File: src/rtl/frame_rx_pkg.sv
package frame_rx_pkg;

  localparam logic [7:0] SYNC_LO  = 8'h00;
  localparam logic [7:0] SYNC_HI  = 8'hFF;
  localparam logic [7:0] EXT_FLAG = 8'hFF;
  localparam logic [7:0] POST_VAL = 8'h00;
  localparam int         EXT_LEN_W = 16;

  typedef enum logic [1:0] {
    ERR_NONE = 2'd0,
    ERR_LCS  = 2'd1,
    ERR_DCS  = 2'd2,
    ERR_FORM = 2'd3
  } rxErr_e;

  typedef enum logic [3:0] {
    ST_HUNT0, ST_HUNTFF, ST_LEN, ST_LCS,
    ST_XHI, ST_XLO, ST_XLCS,
    ST_DATA, ST_DCS, ST_POST
  } rxState_e;

  // control -> datapath strobes
  typedef struct packed {
    logic capLen;
    logic capHi;
    logic capLo;
    logic startNorm;
    logic startExt;
    logic takeData;
    logic capDcs;
  } dpStrobe_t;

  // datapath -> control status
  typedef struct packed {
    logic lcsOk;
    logic extMark;
    logic xlcsOk;
    logic normBad;
    logic extBad;
    logic lastData;
    logic dcsGood;
  } dpFlag_t;

endpackage

File: src/rtl/frame_rx_dp.sv
module frame_rx_dp
  import frame_rx_pkg::*;
#(
  parameter int MAX_LEN = 265
) (
  input  logic      clk,
  input  logic      rstN,
  input  logic [7:0] inByte,
  input  dpStrobe_t strobe,
  output dpFlag_t   flag,
  output logic      dataValid,
  output logic [7:0] dataByte,
  output logic      dataFirst,
  output logic      cmdValid,
  output logic [7:0] cmdCode
);

  localparam int CNT_W = $clog2(MAX_LEN + 1);

  logic [7:0]           lenByte;
  logic [7:0]           hiByte;
  logic [7:0]           loByte;
  logic [7:0]           sumAcc;
  logic [CNT_W-1:0]     remain;
  logic [1:0]           pos;
  logic                 dcsGood;
  logic [EXT_LEN_W-1:0] extLen;

  assign extLen = {hiByte, loByte};

  always_comb begin
    flag.lcsOk    = 8'(lenByte + inByte) == 8'h00;
    flag.extMark  = (lenByte == EXT_FLAG) && (inByte == EXT_FLAG);
    flag.xlcsOk   = 8'(hiByte + loByte + inByte) == 8'h00;
    flag.normBad  = (lenByte == 8'h00) || (int'(lenByte) > MAX_LEN);
    flag.extBad   = (extLen == '0) || (int'(extLen) > MAX_LEN);
    flag.lastData = remain == CNT_W'(1);
    flag.dcsGood  = dcsGood;
  end

  always_ff @(posedge clk) begin
    if (!rstN) begin
      lenByte <= '0;
      hiByte  <= '0;
      loByte  <= '0;
      sumAcc  <= '0;
      remain  <= '0;
      pos     <= '0;
      dcsGood <= 1'b0;
    end else begin
      if (strobe.capLen) lenByte <= inByte;
      if (strobe.capHi)  hiByte  <= inByte;
      if (strobe.capLo)  loByte  <= inByte;
      if (strobe.startNorm) begin
        remain <= CNT_W'(lenByte);
        sumAcc <= '0;
        pos    <= '0;
      end else if (strobe.startExt) begin
        remain <= CNT_W'(extLen);
        sumAcc <= '0;
        pos    <= '0;
      end else if (strobe.takeData) begin
        sumAcc <= 8'(sumAcc + inByte);
        remain <= remain - CNT_W'(1);
        if (pos != 2'd2) pos <= pos + 2'd1;
      end
      if (strobe.capDcs) dcsGood <= 8'(sumAcc + inByte) == 8'h00;
    end
  end

  // registered data-field outputs
  always_ff @(posedge clk) begin
    if (!rstN) begin
      dataValid <= 1'b0;
      dataByte  <= '0;
      dataFirst <= 1'b0;
      cmdValid  <= 1'b0;
      cmdCode   <= '0;
    end else begin
      dataValid <= strobe.takeData;
      dataFirst <= strobe.takeData && (pos == 2'd0);
      cmdValid  <= strobe.takeData && (pos == 2'd1);
      if (strobe.takeData) dataByte <= inByte;
      if (strobe.takeData && (pos == 2'd1)) cmdCode <= inByte;
    end
  end

endmodule

File: src/rtl/frame_rx_ctrl.sv
module frame_rx_ctrl
  import frame_rx_pkg::*;
(
  input  logic       clk,
  input  logic       rstN,
  input  logic       inValid,
  input  logic [7:0] inByte,
  input  dpFlag_t    flag,
  output dpStrobe_t  strobe,
  output logic       frameDone,
  output logic       frameOk,
  output logic [1:0] errCode,
  output logic       ackReq
);

  rxState_e state, nextState;
  logic     finish;
  rxErr_e   finErr;

  always_comb begin
    strobe    = '0;
    nextState = state;
    finish    = 1'b0;
    finErr    = ERR_NONE;
    if (inValid) begin
      case (state)
        ST_HUNT0:  if (inByte == SYNC_LO) nextState = ST_HUNTFF;
        ST_HUNTFF: begin
          if (inByte == SYNC_HI)      nextState = ST_LEN;
          else if (inByte != SYNC_LO) nextState = ST_HUNT0;
        end
        ST_LEN: begin
          strobe.capLen = 1'b1;
          nextState     = ST_LCS;
        end
        ST_LCS: begin
          if (flag.extMark) nextState = ST_XHI;
          else if (!flag.lcsOk) begin
            finish = 1'b1;
            finErr = ERR_LCS;
          end else if (flag.normBad) begin
            finish = 1'b1;
            finErr = ERR_FORM;
          end else begin
            strobe.startNorm = 1'b1;
            nextState        = ST_DATA;
          end
        end
        ST_XHI: begin
          strobe.capHi = 1'b1;
          nextState    = ST_XLO;
        end
        ST_XLO: begin
          strobe.capLo = 1'b1;
          nextState    = ST_XLCS;
        end
        ST_XLCS: begin
          if (!flag.xlcsOk) begin
            finish = 1'b1;
            finErr = ERR_LCS;
          end else if (flag.extBad) begin
            finish = 1'b1;
            finErr = ERR_FORM;
          end else begin
            strobe.startExt = 1'b1;
            nextState       = ST_DATA;
          end
        end
        ST_DATA: begin
          strobe.takeData = 1'b1;
          if (flag.lastData) nextState = ST_DCS;
        end
        ST_DCS: begin
          strobe.capDcs = 1'b1;
          nextState     = ST_POST;
        end
        ST_POST: begin
          finish = 1'b1;
          if (!flag.dcsGood)          finErr = ERR_DCS;
          else if (inByte != POST_VAL) finErr = ERR_FORM;
        end
        default: nextState = ST_HUNT0;
      endcase
      if (finish) nextState = ST_HUNT0;
    end
  end

  always_ff @(posedge clk) begin
    if (!rstN) begin
      state     <= ST_HUNT0;
      frameDone <= 1'b0;
      frameOk   <= 1'b0;
      errCode   <= ERR_NONE;
      ackReq    <= 1'b0;
    end else begin
      state     <= nextState;
      frameDone <= finish;
      frameOk   <= finish && (finErr == ERR_NONE);
      errCode   <= finish ? finErr : ERR_NONE;
      ackReq    <= finish && (finErr == ERR_NONE);
    end
  end

endmodule

File: src/rtl/link_frame_rx.sv
module link_frame_rx
  import frame_rx_pkg::*;
#(
  parameter int MAX_LEN = 265
) (
  input  logic       clk,
  input  logic       rstN,
  input  logic       inValid,
  input  logic [7:0] inByte,
  output logic       dataValid,
  output logic [7:0] dataByte,
  output logic       dataFirst,
  output logic       cmdValid,
  output logic [7:0] cmdCode,
  output logic       frameDone,
  output logic       frameOk,
  output logic [1:0] errCode,
  output logic       ackReq
);

  dpStrobe_t strobe;
  dpFlag_t   flag;

  frame_rx_ctrl u_ctrl (
    .clk       (clk),
    .rstN      (rstN),
    .inValid   (inValid),
    .inByte    (inByte),
    .flag      (flag),
    .strobe    (strobe),
    .frameDone (frameDone),
    .frameOk   (frameOk),
    .errCode   (errCode),
    .ackReq    (ackReq)
  );

  frame_rx_dp #(.MAX_LEN(MAX_LEN)) u_dp (
    .clk       (clk),
    .rstN      (rstN),
    .inByte    (inByte),
    .strobe    (strobe),
    .flag      (flag),
    .dataValid (dataValid),
    .dataByte  (dataByte),
    .dataFirst (dataFirst),
    .cmdValid  (cmdValid),
    .cmdCode   (cmdCode)
  );

endmodule

File: config.mk
export PLATFORM = sky130hd
export DESIGN_NAME = link_frame_rx
export DESIGN_NICKNAME = d
export VERILOG_FILES = /design/src/rtl/frame_rx_pkg.sv /design/src/rtl/frame_rx_dp.sv /design/src/rtl/frame_rx_ctrl.sv /design/src/rtl/link_frame_rx.sv
export SDC_FILE = /design/constraint.sdc
export NUM_CORES = 1
export LEC_CHECK = 0
export CAP_MARGIN = 20
export CELL_PAD_IN_SITES_DETAIL_PLACEMENT = 0
export CELL_PAD_IN_SITES_GLOBAL_PLACEMENT = 1
export CORE_ASPECT_RATIO = 1.1
export CORE_MARGIN = 10
export CORE_UTILIZATION = 37
export DETAILED_ROUTE_END_ITERATION = 6
export GPL_TIMING_DRIVEN = 1
export MAX_ROUTING_LAYER = met4
export PLACE_DENSITY = 0.66
export SLEW_MARGIN = 20
export SYNTH_ARGS = -nofsm -noshare
export SYNTH_HDL_FRONTEND = slang
export SYNTH_SLANG_ARGS = --single-unit
File: constraint.sdc
create_clock -name clk -period 8.4 [get_ports clk]
set_input_delay 1.26 -clock clk [delete_from_list [all_inputs] [get_ports clk]]
set_output_delay 1.26 -clock clk [all_outputs]
set_load 0.005 [all_outputs]
==> qor.yml <==
crit_path_start_kind: "input pin"
syn_inst: 507
met1_usage: 0.207
synth_area_leader_cell: "dfxtp_1"
synth_fp_nets: 553
finalWorstSetupSlack_ns: 3.34
grt-busiest-layer: "met2"
grt_max_degree: 53
drv_cap: 0
first_iter_violations: 253
syn_area_um2: 4340
wl_per_cell_um: 18.8
cts.path.max_buffers: 2
fp.dieH_um: 134
postCtsHoldBufs: 0
nets: 580
final_cells: 689
cp_slowest_stage_delay_ns: 0.83
gp_congestion: 0.847
cts_sinks: 71
fmax_mhz: 198
io_buffers: 34
cts_made_buffers: 9
cts_tree: "done"
cp.required_ns: 8.60
hold_start: "u_dp.dataByte[7]$_SDFFE_PN0P_"
netlist.area_leader.share: 0.328
placed_cells: 673
die_width_um: 123
worstMarginPinSlew_ns: 0.928
vias: 3878
critPathSlowestCell: "clkdlybuf4s50_1"
worstPathArrival_ns: 5.26
ys_types: 70
root_buffer: "clkbuf_16"
crit_fanout: 11
synth-edff-count: 0
grt_use_total: 0.162
antenna_found_initial: 0
post-route-period-util: 0.602
area_delta_synth_final_pct: 17.7
insertion_delay_ns: 0.33
finalSetupViolations: 0
r2r-start: "u_dp.loByte[1]$_SDFFE_PN0P_"
postSynthAreaPerCell_um2: 8.56
fin_util: 0.444
grt_pass1_wl_um: 20700
gr-total-overflow: 0
rsz0062_at_grt: "false"
ant_nets: 0
synth.most_common_cell: "dfxtp_1"
path_delay_family: "simple AND/OR/NAND/NOR gates"
grt_pass1_vias: 3853
power_density_nw_per_um2: 152
die-area_um2: 16500
core_um2: 11500
yosys_most_used_dff: "dfxtp_1"
drcViolationCount: 0
antennaDiodeCount: 0
vias_per_cell: 5.63
grtUsageMet2: 0.249
synthTopCellsByArea: "dfxtp_1, ha_1, nor2_1"
yosysWarnings: 0
cts_resized: 0
crit_path_start: "inByte[1]"
critical_path.cell_chain: "clkdlybuf4s50_1, fa_1, ha_1, inv_1, fa_1, nor2b_4, o21a_1, or4_4, a211oi_2, and2_1, or3_1, a211oi_1"
skew_ns: 0.0106
outcome: "completed"
dp_slack_ns: 2.95
synthArstFlopShare: 0
endpoint_kind: "flip-flop"
hpwl_um: 8910
hp-class: "reg2reg"
worst-path-buf-inv: 2
grtUsageMet3: 0.0342
rows: 41
ir_worst_vdd_uv: 111
p_leak_nw: 1.95
htreeDepth: 3
first_pass_iters: 5
ys_seq_elements: 71
hold_violations: 0
drv_slew: 0
wl_um: 13000
path_class: "in2reg"
path_clk_slew_ns: 0.06
ys_seq_area_frac: 0.328
post_cts_buffers: 0
num_io_pins: 35
yosys-top-cells-count: "dfxtp_1, nor2_1, nand2_1, a21oi_1, ha_1"
setup_tns_ns: 0
worst_slew_margin_rel: 0.378
final.min_clock_period_ns: 5.06
crit_path_frequent_cell: "fa_1"
drive_above_1_share: 0.0891
start_util: 0.378
==> logic make-up after synthesis <==
logic type	Yosys count	share of synthesized area
multiplexers	21	0.0487
AO/OA/AOI/OAI	112	0.181
AND/OR/NAND/NOR	203	0.238
XOR/XNOR	21	0.0424
flip-flops	71	0.328
buffers and inverters	44	0.0435
adder cells (fa/ha/maj)	35	0.118
==> power breakdown <==
part           total (mW)  switching [mW]  internal (mW)
sequential          0.337       0.0000737          0.337
combinational      0.0463          0.0299         0.0164
clock               0.395           0.156          0.239
==> layout by cell type (no fill, tap or decap), types with 4 or more instances in the layout <==
cell | Yosys | final
o21a_1 | 6 | 6
a21o_1 | 5 | 5
nor4_1 | 10 | 10
ha_1 | 25 | 25
dfxtp_1 | 71 | 71
nand3_1 | 18 | 18
clkbuf_16 | 0 | 9
fa_1 | 10 | 10
xor2_1 | 8 | 8
o21ai_0 | 11 | 11
mux2i_1 | 20 | 20
inv_1 | 19 | 19
nand4_1 | 8 | 8
nor2_1 | 59 | 58
xnor2_1 | 13 | 13
nand4b_1 | 7 | 7
clkdlybuf4s50_1 | 0 | 34
o211ai_1 | 5 | 5
a31oi_1 | 9 | 9
or3_1 | 4 | 4
buf_4 | 2 | 6
nor3_1 | 11 | 11
nand2_1 | 54 | 54
a211oi_2 | 4 | 4
a21oi_1 | 40 | 40
nor2b_1 | 4 | 4
==> final cells by class <==
cell class / instances / area (um^2)
fill: 1141 / 6380
clock inverter: 6 / 67.6
inverter: 20 / 75.1
tap: 150 / 188
timing repair buffer: 40 / 385
clock buffer: 10 / 239
sequential: 71 / 1420
multi-input combinational: 392 / 2730
==> sequential cells by signal (all words and copies together) (netlist names) <==
name              cells
u_dp.remain           9
u_dp.dataByte         8
u_ctrl.state          4
u_dp.dataFirst        1
u_dp.dataValid        1
u_dp.cmdCode          8
u_dp.dcsGood          1
u_ctrl.errCode        2
u_ctrl.frameOk        1
u_dp.pos              2
u_dp.sumAcc           8
u_dp.cmdValid         1
u_ctrl.frameDone      1
u_dp.hiByte           8
u_dp.loByte           8
u_dp.lenByte          8
==> path summary, 6_finish.rpt <==
| check | slack (ns) | cells past startpoint | to |
|---|---|---|---|
| max | 3.34 | 12 | u_dp.sumAcc[7]$_SDFFE_PP0P_ |
| min | 0.46 | 2 | u_dp.dataByte[7]$_SDFFE_PN0P_ |
| max reg2reg | 4.68 | 11 | u_dp.sumAcc[7]$_SDFFE_PP0P_ |
| min reg2reg | 0.46 | 2 | u_dp.dataByte[7]$_SDFFE_PN0P_ |
==> routing by layer <==
metal,share of wire,vias to the layer above
li1,-,1875
met1,0.48,1908
met2,0.46,75
met3,0.038,20
met4,0.015,0
met5,0,-
==> worst reg2reg max path, cell delays in order, from the launching register on <==
cell	delay (ns)
dfxtp_1	0.46
fa_1	0.46
ha_1	0.22
inv_1	0.07
fa_1	0.25
nor2b_4	0.06
o21a_1	0.19
or4_4	0.48
a211oi_2	0.40
and2_1	0.51
or3_1	0.41
a211oi_1	0.08
==> through the flow <==
stage | area [um^2] | hold WS [ns] | power [mW]
6_report | 5110 | 0.462 | 0.778
2_1_floorplan | 4340 | 0.440 | 0.369
5_1_grt | 5110 | 0.483 | 0.806
3_5_place_dp | 4800 | 0.451 | 0.390
4_1_cts | 5110 | 0.462 | 0.785
3_3_place_gp | 4800 | 0.444 | 0.390
Power figures use the tool's default switching activity.
